[config.mk]
export PLATFORM = sky130hd
export DESIGN_NAME = wait_wake_ctrl
export DESIGN_NICKNAME = d
export VERILOG_FILES = /design/src/rtl/wake_pkg.sv /design/src/rtl/wake_rst_sync.sv /design/src/rtl/wake_src_arb.sv /design/src/rtl/wake_rst_seq.sv /design/src/rtl/wake_clk_state.sv /design/src/rtl/wait_wake_ctrl.sv
export SDC_FILE = /design/constraint.sdc
export NUM_CORES = 1
export LEC_CHECK = 0
export ABC_AREA = 1
export BUFFER_PORTS_ARGS = -buffer_cell sky130_fd_sc_hd__buf_2
export CORE_MARGIN = 2
export CORE_UTILIZATION = 51
export CTS_BUF_LIST = sky130_fd_sc_hd__clkbuf_8
export CTS_CLUSTER_DIAMETER = 30
export DETAILED_ROUTE_END_ITERATION = 16
export PLACE_DENSITY = 0.77
export SYNTH_ARGS = -nofsm -noshare
export SYNTH_HDL_FRONTEND = slang
export SYNTH_HIERARCHICAL = 1
export SYNTH_SLANG_ARGS = --single-unit
[constraint.sdc]
create_clock -name clk -period 0.9 [get_ports clk]
set_input_delay 0.09 -clock clk [delete_from_list [all_inputs] [get_ports clk]]
set_output_delay 0.09 -clock clk [all_outputs]
set_load 0.05 [all_outputs]
[src/rtl/wake_pkg.sv]
package wake_pkg;

  typedef enum logic [1:0] {
    CAUSE_NONE   = 2'b00,
    CAUSE_EXT    = 2'b01,
    CAUSE_CLKMON = 2'b10,
    CAUSE_WDOG   = 2'b11
  } cause_e;

  // Field order is the software-visible bit order, MSB first.
  typedef struct packed {
    logic pll_sel;
    logic scm_ie;
    logic scm_en;
    logic mon_en;
  } cfg_t;

  localparam cfg_t CFG_DEFAULT = '{pll_sel: 1'b0, scm_ie: 1'b0, scm_en: 1'b1, mon_en: 1'b0};

  typedef struct packed {
    logic   go_reset;
    cause_e cause;
    logic   scm_evt;
    logic   wake_now;
  } arb_t;

endpackage

[src/rtl/wake_rst_sync.sv]
module wake_rst_sync #(
  parameter int STAGES = 2
) (
  input  logic clk,
  input  logic arst_n,
  output logic rst_n_s
);
  logic [STAGES-1:0] sh;

  // Assert immediately, release only after STAGES clean edges.
  always_ff @(posedge clk or negedge arst_n) begin
    if (!arst_n) sh <= '0;
    else         sh <= {sh[STAGES-2:0], 1'b1};
  end

  assign rst_n_s = sh[STAGES-1];
endmodule

[src/rtl/wake_src_arb.sv]
module wake_src_arb
  import wake_pkg::*;
#(
  parameter int N_IRQ = 4
) (
  input  logic             seq_busy,
  input  cfg_t             cfg,
  input  logic             in_wait,
  input  logic             mon_fail,
  input  logic             wdog_rst,
  input  logic [N_IRQ-1:0] irq_req,
  input  logic [N_IRQ-1:0] irq_en,
  output arb_t             dec
);
  logic cm_hit;
  logic irq_hit;

  assign cm_hit  = mon_fail & cfg.mon_en;
  assign irq_hit = |(irq_req & irq_en);

  // Fixed priority: monitor reset, watchdog reset, self-clock event, interrupts.
  always_comb begin
    dec       = '0;
    dec.cause = CAUSE_NONE;
    if (!seq_busy) begin
      if (cm_hit && !cfg.scm_en) begin
        dec.go_reset = 1'b1;
        dec.cause    = CAUSE_CLKMON;
      end else if (wdog_rst) begin
        dec.go_reset = 1'b1;
        dec.cause    = CAUSE_WDOG;
      end else begin
        dec.scm_evt  = cm_hit;
        dec.wake_now = in_wait & ((cm_hit & cfg.scm_ie) | irq_hit);
      end
    end
  end
endmodule

[src/rtl/wake_rst_seq.sv]
module wake_rst_seq
  import wake_pkg::*;
#(
  parameter int SEQ_CYCLES = 64
) (
  input  logic   clk,
  input  logic   rst_n,
  input  logic   trig,
  input  cause_e trig_cause,
  output logic   busy,
  output cause_e cause,
  output logic   vec_fetch
);
  localparam int CW = (SEQ_CYCLES > 1) ? $clog2(SEQ_CYCLES) : 1;
  localparam logic [CW-1:0] LAST = CW'(SEQ_CYCLES - 1);

  logic [CW-1:0] cnt;

  always_ff @(posedge clk or negedge rst_n) begin
    if (!rst_n) begin
      busy      <= 1'b1;
      cnt       <= '0;
      cause     <= CAUSE_EXT;
      vec_fetch <= 1'b0;
    end else begin
      vec_fetch <= 1'b0;
      if (busy) begin
        if (cnt == LAST) begin
          busy      <= 1'b0;
          vec_fetch <= 1'b1;
        end else begin
          cnt <= cnt + 1'b1;
        end
      end else begin
        // The cause stays valid through the strobe cycle and is cleared afterwards.
        if (vec_fetch) cause <= CAUSE_NONE;
        if (trig) begin
          busy  <= 1'b1;
          cnt   <= '0;
          cause <= trig_cause;
        end
      end
    end
  end
endmodule

[src/rtl/wake_clk_state.sv]
module wake_clk_state
  import wake_pkg::*;
(
  input  logic clk,
  input  logic rst_n,
  input  logic soft_rst,
  input  logic in_reset,
  input  logic cfg_wr,
  input  cfg_t cfg_wdata,
  input  logic scm_evt,
  input  logic wake_now,
  input  logic pll_off,
  input  logic qc_pass,
  input  logic irq_ack,
  output cfg_t cfg_q,
  output logic scm_flag,
  output logic scm_active,
  output logic qc_start,
  output logic wake
);
  always_ff @(posedge clk or negedge rst_n) begin
    if (!rst_n) begin
      cfg_q <= CFG_DEFAULT;
    end else if (soft_rst) begin
      cfg_q <= CFG_DEFAULT;
    end else begin
      if (cfg_wr && !in_reset) cfg_q <= cfg_wdata;
      // Waking with the PLL down forces the oscillator clock, overriding a write.
      if (wake_now && pll_off) cfg_q.pll_sel <= 1'b0;
    end
  end

  always_ff @(posedge clk or negedge rst_n) begin
    if (!rst_n) begin
      scm_flag   <= 1'b0;
      scm_active <= 1'b0;
      qc_start   <= 1'b0;
      wake       <= 1'b0;
    end else if (soft_rst) begin
      scm_flag   <= 1'b0;
      scm_active <= 1'b0;
      qc_start   <= 1'b0;
      wake       <= 1'b0;
    end else begin
      qc_start <= scm_evt;
      wake     <= wake_now;
      if (scm_evt)      scm_active <= 1'b1;
      else if (qc_pass) scm_active <= 1'b0;
      if (scm_evt)      scm_flag <= 1'b1;
      else if (irq_ack) scm_flag <= 1'b0;
    end
  end
endmodule

[src/rtl/wait_wake_ctrl.sv]
module wait_wake_ctrl
  import wake_pkg::*;
#(
  parameter int N_IRQ      = 4,
  parameter int SEQ_CYCLES = 64,
  parameter int SYNC_STAGES = 2
) (
  input  logic             clk,
  input  logic             ext_rst_n,
  input  logic             in_wait,
  input  logic             mon_fail,
  input  logic             wdog_rst,
  input  logic [N_IRQ-1:0] irq_req,
  input  logic [N_IRQ-1:0] irq_en,
  input  logic             pll_off,
  input  logic             qc_pass,
  input  logic             irq_ack,
  input  logic             cfg_wr,
  input  logic [3:0]       cfg_wdata,
  output logic             rst_req,
  output logic [1:0]       rst_cause,
  output logic             vec_fetch,
  output logic             wake,
  output logic             scm_flag,
  output logic             scm_active,
  output logic             qc_start,
  output logic             pll_keep_on,
  output logic             pll_sel,
  output logic [3:0]       cfg_q
);
  logic   rst_n_s;
  arb_t   dec;
  cfg_t   cfg_r;
  cause_e cause_r;
  logic   busy;

  wake_rst_sync #(.STAGES(SYNC_STAGES)) u_sync (
    .clk     (clk),
    .arst_n  (ext_rst_n),
    .rst_n_s (rst_n_s)
  );

  wake_src_arb #(.N_IRQ(N_IRQ)) u_arb (
    .seq_busy (busy),
    .cfg      (cfg_r),
    .in_wait  (in_wait),
    .mon_fail (mon_fail),
    .wdog_rst (wdog_rst),
    .irq_req  (irq_req),
    .irq_en   (irq_en),
    .dec      (dec)
  );

  wake_rst_seq #(.SEQ_CYCLES(SEQ_CYCLES)) u_seq (
    .clk        (clk),
    .rst_n      (rst_n_s),
    .trig       (dec.go_reset),
    .trig_cause (dec.cause),
    .busy       (busy),
    .cause      (cause_r),
    .vec_fetch  (vec_fetch)
  );

  wake_clk_state u_state (
    .clk        (clk),
    .rst_n      (rst_n_s),
    .soft_rst   (dec.go_reset),
    .in_reset   (busy),
    .cfg_wr     (cfg_wr),
    .cfg_wdata  (cfg_t'(cfg_wdata)),
    .scm_evt    (dec.scm_evt),
    .wake_now   (dec.wake_now),
    .pll_off    (pll_off),
    .qc_pass    (qc_pass),
    .irq_ack    (irq_ack),
    .cfg_q      (cfg_r),
    .scm_flag   (scm_flag),
    .scm_active (scm_active),
    .qc_start   (qc_start),
    .wake       (wake)
  );

  assign rst_req     = busy;
  assign rst_cause   = cause_r;
  assign cfg_q       = cfg_r;
  assign pll_sel     = cfg_r.pll_sel;
  assign pll_keep_on = scm_active;
endmodule

==> summary.txt, run 1 <==
Timing
  • Final setup vio count: 30
  • Final hold vios: 0
  • RSZ-0062 raised after global routing: yes
  • Slew Viols, Final: 0
  • Fmax: roughly 700 MHz
  • Setup ws final: -510 ps
  • Post-route clock period utilization: 157%
  • Fin crit period: 1410 ps
  • Max Clock Skew: approximately 0.95 ps

CTS
  • Clock root buffer: clkbuf_8
  • Clk pin slew, worst setup/hold paths: ~80 ps
  • CTS Sinks: 20
  • H-tree depth: 1
  • CTS tree: built
  • CTS Buf Count: 3
  • Clk buf depth: 2
  • Clk Latency, worst-skew pair: 270 ps

Hold path
  • Hold crit path type: in2reg
  • WHS Path Cells: 3

Layout
  • Fin util: ~92%
  • Fraction of layout cells with a size suffix above 1: between 50% and 60%
  • Antenna cells: 0
  • Nets@finish: ~210
  • Syn-to-layout area delta: 73.7%
  • Commonest cells after routing, fill and taps aside: 29 x nand2_1, 20 x buf_2, 20 x buf_4, 15 x buf_6, 14 x dfrtp_1
  • Commonest non-fill, non-tap cell in the layout: nand2_1
  • Filler Cell Count: about 80

Logic synthesis
  • Synthesis warning total: 6
  • Count of cell types in the netlist: 22
  • Flip-flop and latch count after synthesis: 20
  • Register area share after synthesis: between 40% and 50%
  • Top-area cell type share of the netlist area: around two fifths
  • Cells after Synth: 128
  • Post-Syn Nets: 150
  • Mean Syn Cell Area: about 8 sq um
  • Syn Std Cell Area: around 0.0010 sq mm
  • Top post-synthesis cells by area: dfrtp_1 42%, nand2_1 14%, dfstp_2 7.8%
  • Synth area leader: dfrtp_1

Placement
  • HPWL Detailed: 1.92 mm
  • Routability cong.: slightly above 0.8
  • PortBufs: 34

Route
  • DRT Pass-1 Iters: 4
  • Initial DRC Count: slightly above 60
  • Via density: roughly 5.7
  • Final ANT Viol Nets: 0
  • Post-Route WL: 4.37 mm
  • Drt wl/cell: 20.1 microns
  • Total number of vias: approximately 1,200
  • DRC: 0

Pwr
  • Total Power: 5.80 mW
  • Cell area power density: between 3000 and 4000 mW/mm^2
  • Static leakage: just under 1 nW
  • Peak supply drop: roughly 0.0028 V

Global route
  • Initial antenna violation count: 0
  • Met3 usage: 7.41%
  • Global routing usage on met2: between 60% and 70%
  • Largest net degree at the start of global routing: 14
  • First-pass GRT wire length: about 6.4 mm
  • GR peak layer: met2
  • Overflow after GRT: 0
  • Total GRT Usage: between 30% and 40%
  • Number of global-route vias before repair: 1,304
  • Met1 Use GR: about two fifths

Run status
  • Status: finished, violations left
  • Failing checks: negative setup slack

Worst setup path
  • Worst Path Required: about 1100 ps
  • Crit-path max FO: 7
  • CP cell instances: buf_6 > nor2_2 > nand3_1 > a21oi_2 > nand2_1 > nand2_1 > nor2_2
  • Crit end category: flip-flop
  • CP max stage delay: 510 ps
  • CP top delay family: flip-flops
  • FF-to-FF path depth: 7
  • Slowest-stage cell, CP: dfstp_4
  • CP arrival: 1570 ps
  • Startpoint types: flip-flop
  • CP bufs+invs: 1
  • Crit path kind: reg2reg
  • Levels on crit path: 7

Die
  • Core area: between 0.0015 and 0.002 sq mm
  • I/O pins: 35
  • DIE AREA: 0.00236 sq mm
  • Die height: between 40 and 50 microns
  • Std cell rows: 16
  • Initial Utilization: between 50% and 60%
  • Die span in x: roughly 50 microns

Job
  • Max-cap violations: 0
==> final timing paths <==
| path | start | to | slack, ps |
|---|---|---|---|
| min in group asynchronous | u_sync/sh[1] | u_state/cfg_q[2] | 140 |
| max reg2reg | u_seq/busy | u_state/cfg_q[3] | -510 |
| min reg2reg | u_sync/sh[1] | u_state/cfg_q[2] | 140 |
| max in group asynchronous | u_sync/sh[1] | u_seq/busy | 300 |
| max | u_seq/busy | u_state/cfg_q[3] | -510 |
| min | cfg_wdata[0] | u_state/cfg_q[0] | 80 |
==> Yosys cell counts <==
cell type,n
a21oi_1,1
or2_2,1
nand3_2,1
a21oi_2,1
buf_4,3
ha_1,1
nand2_1,39
nand3_1,14
nand2_2,4
o21ai_0,3
inv_2,1
o21ai_2,3
inv_1,14
or2_0,1
o21bai_1,1
dfrtp_1,17
nand2_4,1
nor2_2,2
nand4_1,2
conb_1,1
dfstp_2,3
nor2_1,14
==> final cells by class <==
cell class / count / area (sq um) / share of cell area [%]
clock buffer: 3 / 41.3 / 2.34
clock inverter: 1 / 30.0 / 1.70
inverter: 15 / 58.8 / 3.34
multi-input combinational: 90 / 563 / 31.9
sequential: 20 / 512 / 29.0
tap: 27 / 33.8 / 1.92
timing repair buffer: 62 / 524 / 29.7
==> power by group <==
part	internal [mW]	leakage (nW)	switching, mW
registers	1.23	0.244	0.349
logic	1.40	0.692	1.91
clock network	0.595	0.0357	0.322
==> timing repair <==
action | CTS | global route
buffers inserted | 7 | 4
pin swaps | 14 | 13
setup endpoints to repair | 32 | 32
endpoints found under the hold margin | 2 | 0
hold buffers | 1 | 0
resized for setup | 66 | 12
==> kinds of logic (layout without fill, tap and decap cells) <==
logic type / after synthesis / in the layout / synth area share, %
and+or+nand+nor: 79 / 79 / 34.8
other: 1 / 1 / 0.370
DFF: 20 / 20 / 49.7
buffers and inverters: 18 / 81 / 7.77
AOI/OAI and AO/OA: 9 / 9 / 6.17
adders and majority gates: 1 / 1 / 1.23
==> per-stage QoR <==
| stage | area (sq um) | TNS, ps | std cells | setup slack [ps] | hold slack (ps) |
|---|---|---|---|---|---|
| after CTS | 1690 | -7470 | 215 | -438 | 56.3 |
| after global placement | 1350 | -5220 | 203 | -321 | -126 |
| after floorplan | 1030 | -8640 | 128 | -625 | -206 |
| final | 1760 | -8450 | 218 | -510 | 76.1 |
| after global routing | 1760 | -9160 | 218 | -546 | 73.6 |
| after detailed placement | 1350 | -6210 | 203 | -398 | -124 |
==> sequential cells by signal, summed over array words and instances (netlist names) <==
| register | flops |
|---|---|
| u_state/wake | 1 |
| u_seq/busy | 1 |
| u_seq/cause | 2 |
| u_seq/cnt | 6 |
| u_state/scm_active | 1 |
| u_state/cfg_q | 4 |
| u_state/scm_flag | 1 |
| u_state/qc_start | 1 |
| u_sync/sh | 2 |
| u_seq/vec_fetch | 1 |
==> routing by layer <==
layer	up-vias	part of all wire, %
li1	525	-
met1	572	34
met2	103	50
met3	35	9.1
met4	0	7.0
met5	-	0
==> tightest hold or removal path, stage by stage <==
cell and delay (ps):
buf_2 70, nand3_1 80, nand2_1 70
Power figures use the tool's default switching activity.
==> run 2, diff against run 1 <==
--- a/config.mk
+++ b/config.mk
@@ -9,9 +9,9 @@
 export BUFFER_PORTS_ARGS = -buffer_cell sky130_fd_sc_hd__buf_2
 export CORE_MARGIN = 2
-export CORE_UTILIZATION = 51
+export CORE_UTILIZATION = 55
 export CTS_BUF_LIST = sky130_fd_sc_hd__clkbuf_8
 export CTS_CLUSTER_DIAMETER = 30
 export DETAILED_ROUTE_END_ITERATION = 16
-export PLACE_DENSITY = 0.77
+export PLACE_DENSITY = 0.83
 export SYNTH_ARGS = -nofsm -noshare
 export SYNTH_HDL_FRONTEND = slang
==> constraint.sdc (replaced) <==
create_clock -name clk -period 1.7 [get_ports clk]
set_input_delay 0.085 -clock clk [delete_from_list [all_inputs] [get_ports clk]]
set_output_delay 0.085 -clock clk [all_outputs]
set_load 0.05 [all_outputs]
==> run 2 against run 1 <==
The flow now finishes without violations. Critical endpoint is now u_seq/cnt[3]. Sequential share of layout area up 10 points. Routed wire length down 46%. Largest cell class is now sequential cells. Worst setup slack better by 800 ps. Critical path depth unchanged. Maximum frequency about the same. Die area down 6.7%. Sequential cell count unchanged. Non-clock buffer count down 26. Total power down 62%. Count of clock-buffer cells in the layout unchanged. Worst hold slack worse by 28 ps. Final cell count down 13%.
==> summary.txt, run 2 (synthesis gave the netlist of run 1 again) <==
Pwr
  • Sequential Power Share: 37.7% (+10 points)
  • Cell area power density: 1700 mW/mm^2 (-48%)
  • Total Power: 2.18 mW (-62%)
  • Clk network pwr share: 21.6% (+5.8 points)
  • Sw frac: 43.8% (-0.71 points)
  • Peak supply drop: 0.00111 V (-60%)
  • Sw power: 0.955 mW (-63%)
  • Static leakage: 0.754 nW (-22%)
  • Logic gate share of total power: 40.8% (-16 points)
  • Internal power: 1.23 mW (-62%)

CTS
  • CTS Sinks: 20 (unchanged)
  • Clk Latency, worst-skew pair: 260 ps (about the same)
  • H-tree depth: 1 (unchanged)
  • Post-cts sizing count: 0 (-100%)
  • Clock root buffer: clkbuf_8
  • Clk buf depth: 2 (unchanged)
  • CTS Buf Count: 3 (unchanged)
  • Clk pin slew, worst setup/hold paths: 70 ps (about the same)
  • CTS tree: built

Layout
  • Nets@finish: 188 (-12%)
  • Commonest cells after routing, fill and taps aside: 39 x nand2_1, 34 x buf_2, 17 x dfrtp_1
  • Fraction of layout cells with a size suffix above 1: 33.9% (-24 points)
  • Filler Cell Count: 137 (+73%)
  • Syn-to-layout area delta: 26.4%
  • Biggest regs: u_seq/cnt x6, u_state/cfg_q x4
  • Max FFs per register: 6 (unchanged)
  • Non-filler cells, final: 190 (-13%)
  • Reg with most FFs: u_seq/cnt
  • Commonest non-fill, non-tap cell in the layout: nand2_1
  • Fin util: 74.3% (-17 points)
  • Antenna cells: 0 (unchanged)
  • Design Area, Final: 0.00128 sq mm (-27%)

Timing
  • Final hold vios: 0 (unchanged)
  • Fin crit period: 1410 ps (-0.292 ps)
  • Max-slew headroom: 51.9%
  • Setup_tns: 0 ps (+8450 ps)
  • Final setup vio count: 0 (-100%)
  • Slew Viols, Final: 0 (unchanged)
  • Final Hold Slack: 48.5 ps (-27.7 ps)
  • RSZ-0062 raised after global routing: no
  • Fmax: 709 MHz (about the same)
  • Max Clock Skew: 1.68 ps (+0.733 ps)
  • Post-route clock period utilization: 82.9% (-74 points)
  • Worst slew pin tran: about 720 ps
  • Setup ws final: 290 ps (+800 ps)

Worst setup path
  • CP bufs+invs: 1 (unchanged)
  • Crit end category: flip-flop
  • CP cell instances: inv_1 > nand3_2 > a21oi_1 > or2_2 > nand2_4 > nand2_1 > o21ai_2
  • CP max stage delay: 560 ps (+50 ps)
  • CP arrival: 1600 ps (+30 ps)
  • Crit-path max FO: 8 (+1)
  • Worst R2R Start: u_state/cfg_q[1]
  • Crit path kind: reg2reg
  • CP top delay family: simple AND/OR/NAND/NOR gates
  • Reg2Reg Capture Point: u_seq/cnt[3]
  • Worst Path Required: 1890 ps (+830 ps)
  • FF-to-FF path depth: 7 (unchanged)
  • Levels on crit path: 7 (unchanged)
  • Crit path to: u_seq/cnt[3]
  • Startpoint types: flip-flop
  • Slowest-stage cell, CP: dfstp_2
  • R2r setup slk: 290 ps (+800 ps)
  • Worst Setup SP: u_state/cfg_q[1]

Route
  • Total number of vias: 963 (-22%)
  • Via density: 5.07 (-11%)
  • Drt wl/cell: 12.3 microns (-38%)
  • DRC: 0 (unchanged)
  • Final ANT Viol Nets: 0 (unchanged)
  • Initial DRC Count: 48 (-23%)
  • DRT Pass-1 Iters: 4 (unchanged)
  • Post-Route WL: 2.34 mm (-46%)

Placement
  • PortBufs: 34 (unchanged)
  • Placed Area: 0.00120 sq mm (-11%)
  • HPWL Detailed: 1.68 mm (-13%)
  • Pre-CTS setup slack: 336 ps (+734 ps)
  • Placed cells: 185 (-8.9%)
  • Routability cong.: 0.760 (-8.7%)

Die
  • Die height: 47.0 microns (-3.4%)
  • I/O pins: 35 (unchanged)
  • Core area: 0.00173 sq mm (-10%)
  • Die span in x: 47.0 microns (-3.4%)
  • Initial Utilization: 58.8% (+6.0 points)
  • Std cell rows: 15 (-1)
  • DIE AREA: 0.00220 sq mm (-6.7%)

Global route
  • Overflow after GRT: 0 (unchanged)
  • First-pass GRT wire length: 3.75 mm (-41%)
  • Total GRT Usage: 24.6% (-12 points)
  • Number of global-route vias before repair: 909 (-30%)
  • Largest net degree at the start of global routing: 19 (+5)
  • Initial antenna violation count: 0 (unchanged)

Hold path
  • Hold crit path type: in2reg

Run status
  • Status: finished, final reports clean

Job
  • Max-cap violations: 0 (unchanged)
## run 2: per-layer routing
| layer | GRT usage (%) | vias to the layer above | share of wire (%) |
|---|---|---|---|
| met4 | 11.1 | 0 | 1.1 |
| met3 | 4.23 | 4 | 5.3 |
| met1 | 28.2 | 448 | 41 |
| met5 | 0 | - | 0 |
| li1 | - | 473 | - |
| met2 | 44.4 | 38 | 53 |
## run 2: layout make-up
| cell class | count | area, sq um | share of cell area [%] |
|---|---|---|---|
| Tap cell | 25 | 31.3 | 2.44 |
| Inverter | 15 | 56.3 | 4.39 |
| Sequential cell | 20 | 504 | 39.3 |
| Clock buffer | 3 | 41.3 | 3.22 |
| Clock inverter | 1 | 30.0 | 2.34 |
| Timing Repair Buffer | 36 | 188 | 14.6 |
| Multi-Input combinational cell | 90 | 432 | 33.7 |
## run 2: power groups by stage
stage               clock [mW]  combinational (mW)  sequential [mW]
detailed placement           0               0.878            0.823
finish                   0.471               0.890            0.822
CTS                      0.478               0.886            0.814
global placement             0               0.849            0.807
floorplan                    0               0.478             1.02
global route             0.497               0.963            0.844
## run 2: what timing repair did
item | in CTS | in global routing
endpoints found under the setup margin | 0 | 0
hold buffers | 1 | 0
buffers inserted | 0 | 0
endpoints found under the hold margin | 2 | 0
## run 2: worst min path at each step
| stage | slack [ps] | cells past startpoint | start | to |
|---|---|---|---|---|
| 3_3_place_gp | -130 | 1 | ext_rst_n | u_sync/sh[0] |
| 2_1_floorplan | -210 | 0 | ext_rst_n | u_sync/sh[0] |
| 4_1_cts | 50 | 3 | cfg_wdata[2] | u_state/cfg_q[2] |
| 6_report | 50 | 3 | cfg_wdata[2] | u_state/cfg_q[2] |
| 3_5_place_dp | -130 | 1 | ext_rst_n | u_sync/sh[1] |
| 5_1_grt | 50 | 3 | cfg_wdata[2] | u_state/cfg_q[2] |
## run 2: tightest hold or removal path, delay by kind of cell
family / cells / cell delay, ps
AND/OR/NAND/NOR: 2 / 120
buffers and inverters: 1 / 70
==> run 3, diff against run 2 <==
Settings changed: CORE_UTILIZATION 55 to 46, PLACE_DENSITY 0.83 to 0.73.
Clock period 1.7 ns to 1.2 ns, I/O delays scaled along.
==> run 3 against run 2 <==
The flow now finishes with violations (negative setup slack). Clock skew is 8.5 ps higher. Non-clock buffer count rose by 12. Cell area up 9.5%. Worst hold slack got worse by 16 ps. Critical path depth is 5 lower. First-iteration DRC count down 44%. Sequential share of layout area down 3.3 points. Routed wire length down 2.9%. Critical path type is now reg2out.
==> summary.txt, run 3 (synthesis gave the netlist of run 1 again) <==
Run status
  • Status: finished, violations left
  • Failing checks: negative setup slack

Timing
  • Fmax: 798 MHz
  • Final setup vio count: 9 (+9)
  • Final Hold Slack: 32.1 ps (-16.4 ps)
  • Fin crit period: roughly 1300 ps
  • Final hold vios: 0 (unchanged)
  • Setup_tns: -330 ps (-330 ps)
  • Slew Viols, Final: 0 (unchanged)
  • RSZ-0062 raised after global routing: yes
  • Post-route clock period utilization: 104%
  • Setup ws final: -52.7 ps (-343 ps)
  • Max Clock Skew: 10.2 ps (+8.53 ps)

Layout
  • Reg with most FFs: u_seq/cnt
  • Biggest regs: u_seq/cnt x6, u_state/cfg_q x4
  • Nets@finish: 200 (+6.4%)
  • Commonest non-fill, non-tap cell in the layout: nand2_1
  • Syn-to-layout area delta: 38.3%
  • Fraction of layout cells with a size suffix above 1: 41.2% (+7.3 points)
  • Max FFs per register: 6 (unchanged)
  • Register area: 505 sq um (+0.25%)
  • Commonest cells after routing, fill and taps aside: 38 x nand2_1, 32 x buf_2, 16 x dfrtp_1
  • Multi-input logic area: 469 sq um (+8.7%)
  • Antenna cells: 0 (unchanged)
  • Fin util: 65.3% (-8.9 points)
  • Filler Cell Count: 177 (+29%)

CTS
  • CTS Buf Count: 3 (unchanged)
  • Clock root buffer: clkbuf_8
  • H-tree depth: 1 (unchanged)
  • CTS Sinks: 20 (unchanged)
  • Clk buf depth: 2 (unchanged)
  • Clk Latency, worst-skew pair: 260 ps (about the same)
  • Clk pin slew, worst setup/hold paths: 80 ps (about the same)
  • CTS tree: built

Worst setup path
  • Slowest-stage cell, CP: dfstp_2
  • Crit-path max FO: 8 (unchanged)
  • CP arrival: 1190 ps (-410 ps)
  • Worst Path Required: 1140 ps (-750 ps)
  • Crit end category: output port
  • CP max stage delay: 640 ps (+80 ps)
  • Startpoint types: flip-flop
  • CP cell instances: buf_4 > buf_8
  • Crit path kind: reg2out

Route
  • Initial DRC Count: 27 (-44%)
  • Total number of vias: 965 (+0.21%)
  • Via density: 4.71 (-7.1%)
  • Final ANT Viol Nets: 0 (unchanged)
  • Drt wl/cell: 11.1 microns (-10%)
  • DRC: 0 (unchanged)
  • DRT Pass-1 Iters: 7 (+3)
  • Post-Route WL: 2.28 mm (-2.9%)

Pwr
  • Cell area power density: 2210 mW/mm^2 (+30%)
  • Peak supply drop: 0.00114 V (+3.4%)
  • Static leakage: 0.811 nW (+7.6%)

Die
  • Core area: 0.00215 sq mm (+24%)
  • Die span in x: 51.0 microns (+8.6%)
  • Initial Utilization: 47.2% (-12 points)
  • I/O pins: 35 (unchanged)
  • Std cell rows: 17 (+2)
  • Die height: 51.0 microns (+8.6%)
  • DIE AREA: 0.00260 sq mm (+18%)

Placement
  • PortBufs: 34 (unchanged)
  • Routability cong.: 0.826 (+8.8%)
  • HPWL Detailed: 1.68 mm (+0.12%)

Global route
  • Initial antenna violation count: 0 (unchanged)
  • Total GRT Usage: 19.3% (-5.3 points)
  • Overflow after GRT: 0 (unchanged)
  • Largest net degree at the start of global routing: 12 (-7)
  • Number of global-route vias before repair: 920 (+1.2%)
  • First-pass GRT wire length: 3.80 mm (+1.3%)

Hold path
  • Hold crit path type: in2reg

Job
  • Max-cap violations: 0 (unchanged)
## run 3: metrics by stage
| stage | area [sq um] | power, mW | setup WS (ps) | cells |
|---|---|---|---|---|
| finish | 1400 | 3.11 | -52.7 | 205 |
| global placement | 1290 | 2.52 | -4.44 | 198 |
| CTS | 1380 | 3.07 | -70.0 | 205 |
| global route | 1400 | 3.34 | -129 | 205 |
| detailed placement | 1290 | 2.56 | -64.4 | 198 |
| floorplan | 1030 | 2.15 | -339 | 128 |
## run 3: repair_timing
action,CTS,global route
resized for setup,6,5
endpoints found under the hold margin,2,0
buffers inserted,2,0
pin swaps,3,2
endpoints found under the setup margin,15,17
hold buffers,1,0
## run 3: layer usage
metal | share of wire, % | vias to the layer above | track usage [%]
met1 | 46 | 444 | 24.7
met3 | 3.2 | 2 | 2.92
met5 | 0 | - | 0
met4 | 0.40 | 0 | 6.76
li1 | - | 494 | -
met2 | 51 | 25 | 32.9
## run 3: path summary, 6_finish.rpt
path,slack (ps),cells after the start,end,from
worst min register to register,180,1,u_seq/cnt[5],u_sync/sh[1]
worst max register to register,-50,7,u_seq/cnt[0],u_state/cfg_q[1]
max in group asynchronous,790,1,u_seq/cause[0],u_sync/sh[1]
min in group asynchronous,120,2,u_sync/sh[1],ext_rst_n
worst min-delay path,30,3,u_state/cfg_q[2],cfg_wdata[2]
worst max-delay path,-50,2,rst_req,u_seq/busy
## run 3: area by class of cell
| type | instances | area share (%) |
|---|---|---|
| Multi-Input combinational cell | 90 | 33.4 |
| Clock buffer | 3 | 2.94 |
| Inverter | 15 | 4.19 |
| Timing Repair Buffer | 48 | 20.7 |
| Clock inverter | 1 | 0.267 |
| Tap cell | 28 | 2.50 |
| Sequential cell | 20 | 36.0 |
## run 3: worst max-delay path: cells and delay by family (launching register included)
kind	cells	cell delay [ps]
buffers and inverters	2	300
flip-flops	1	640
## run 3: where the power goes
group / total [mW] / switching [mW] / internal [mW]
clock: 0.436 / 0.209 / 0.227
combinational: 1.57 / 0.993 / 0.575
sequential: 1.10 / 0.192 / 0.910
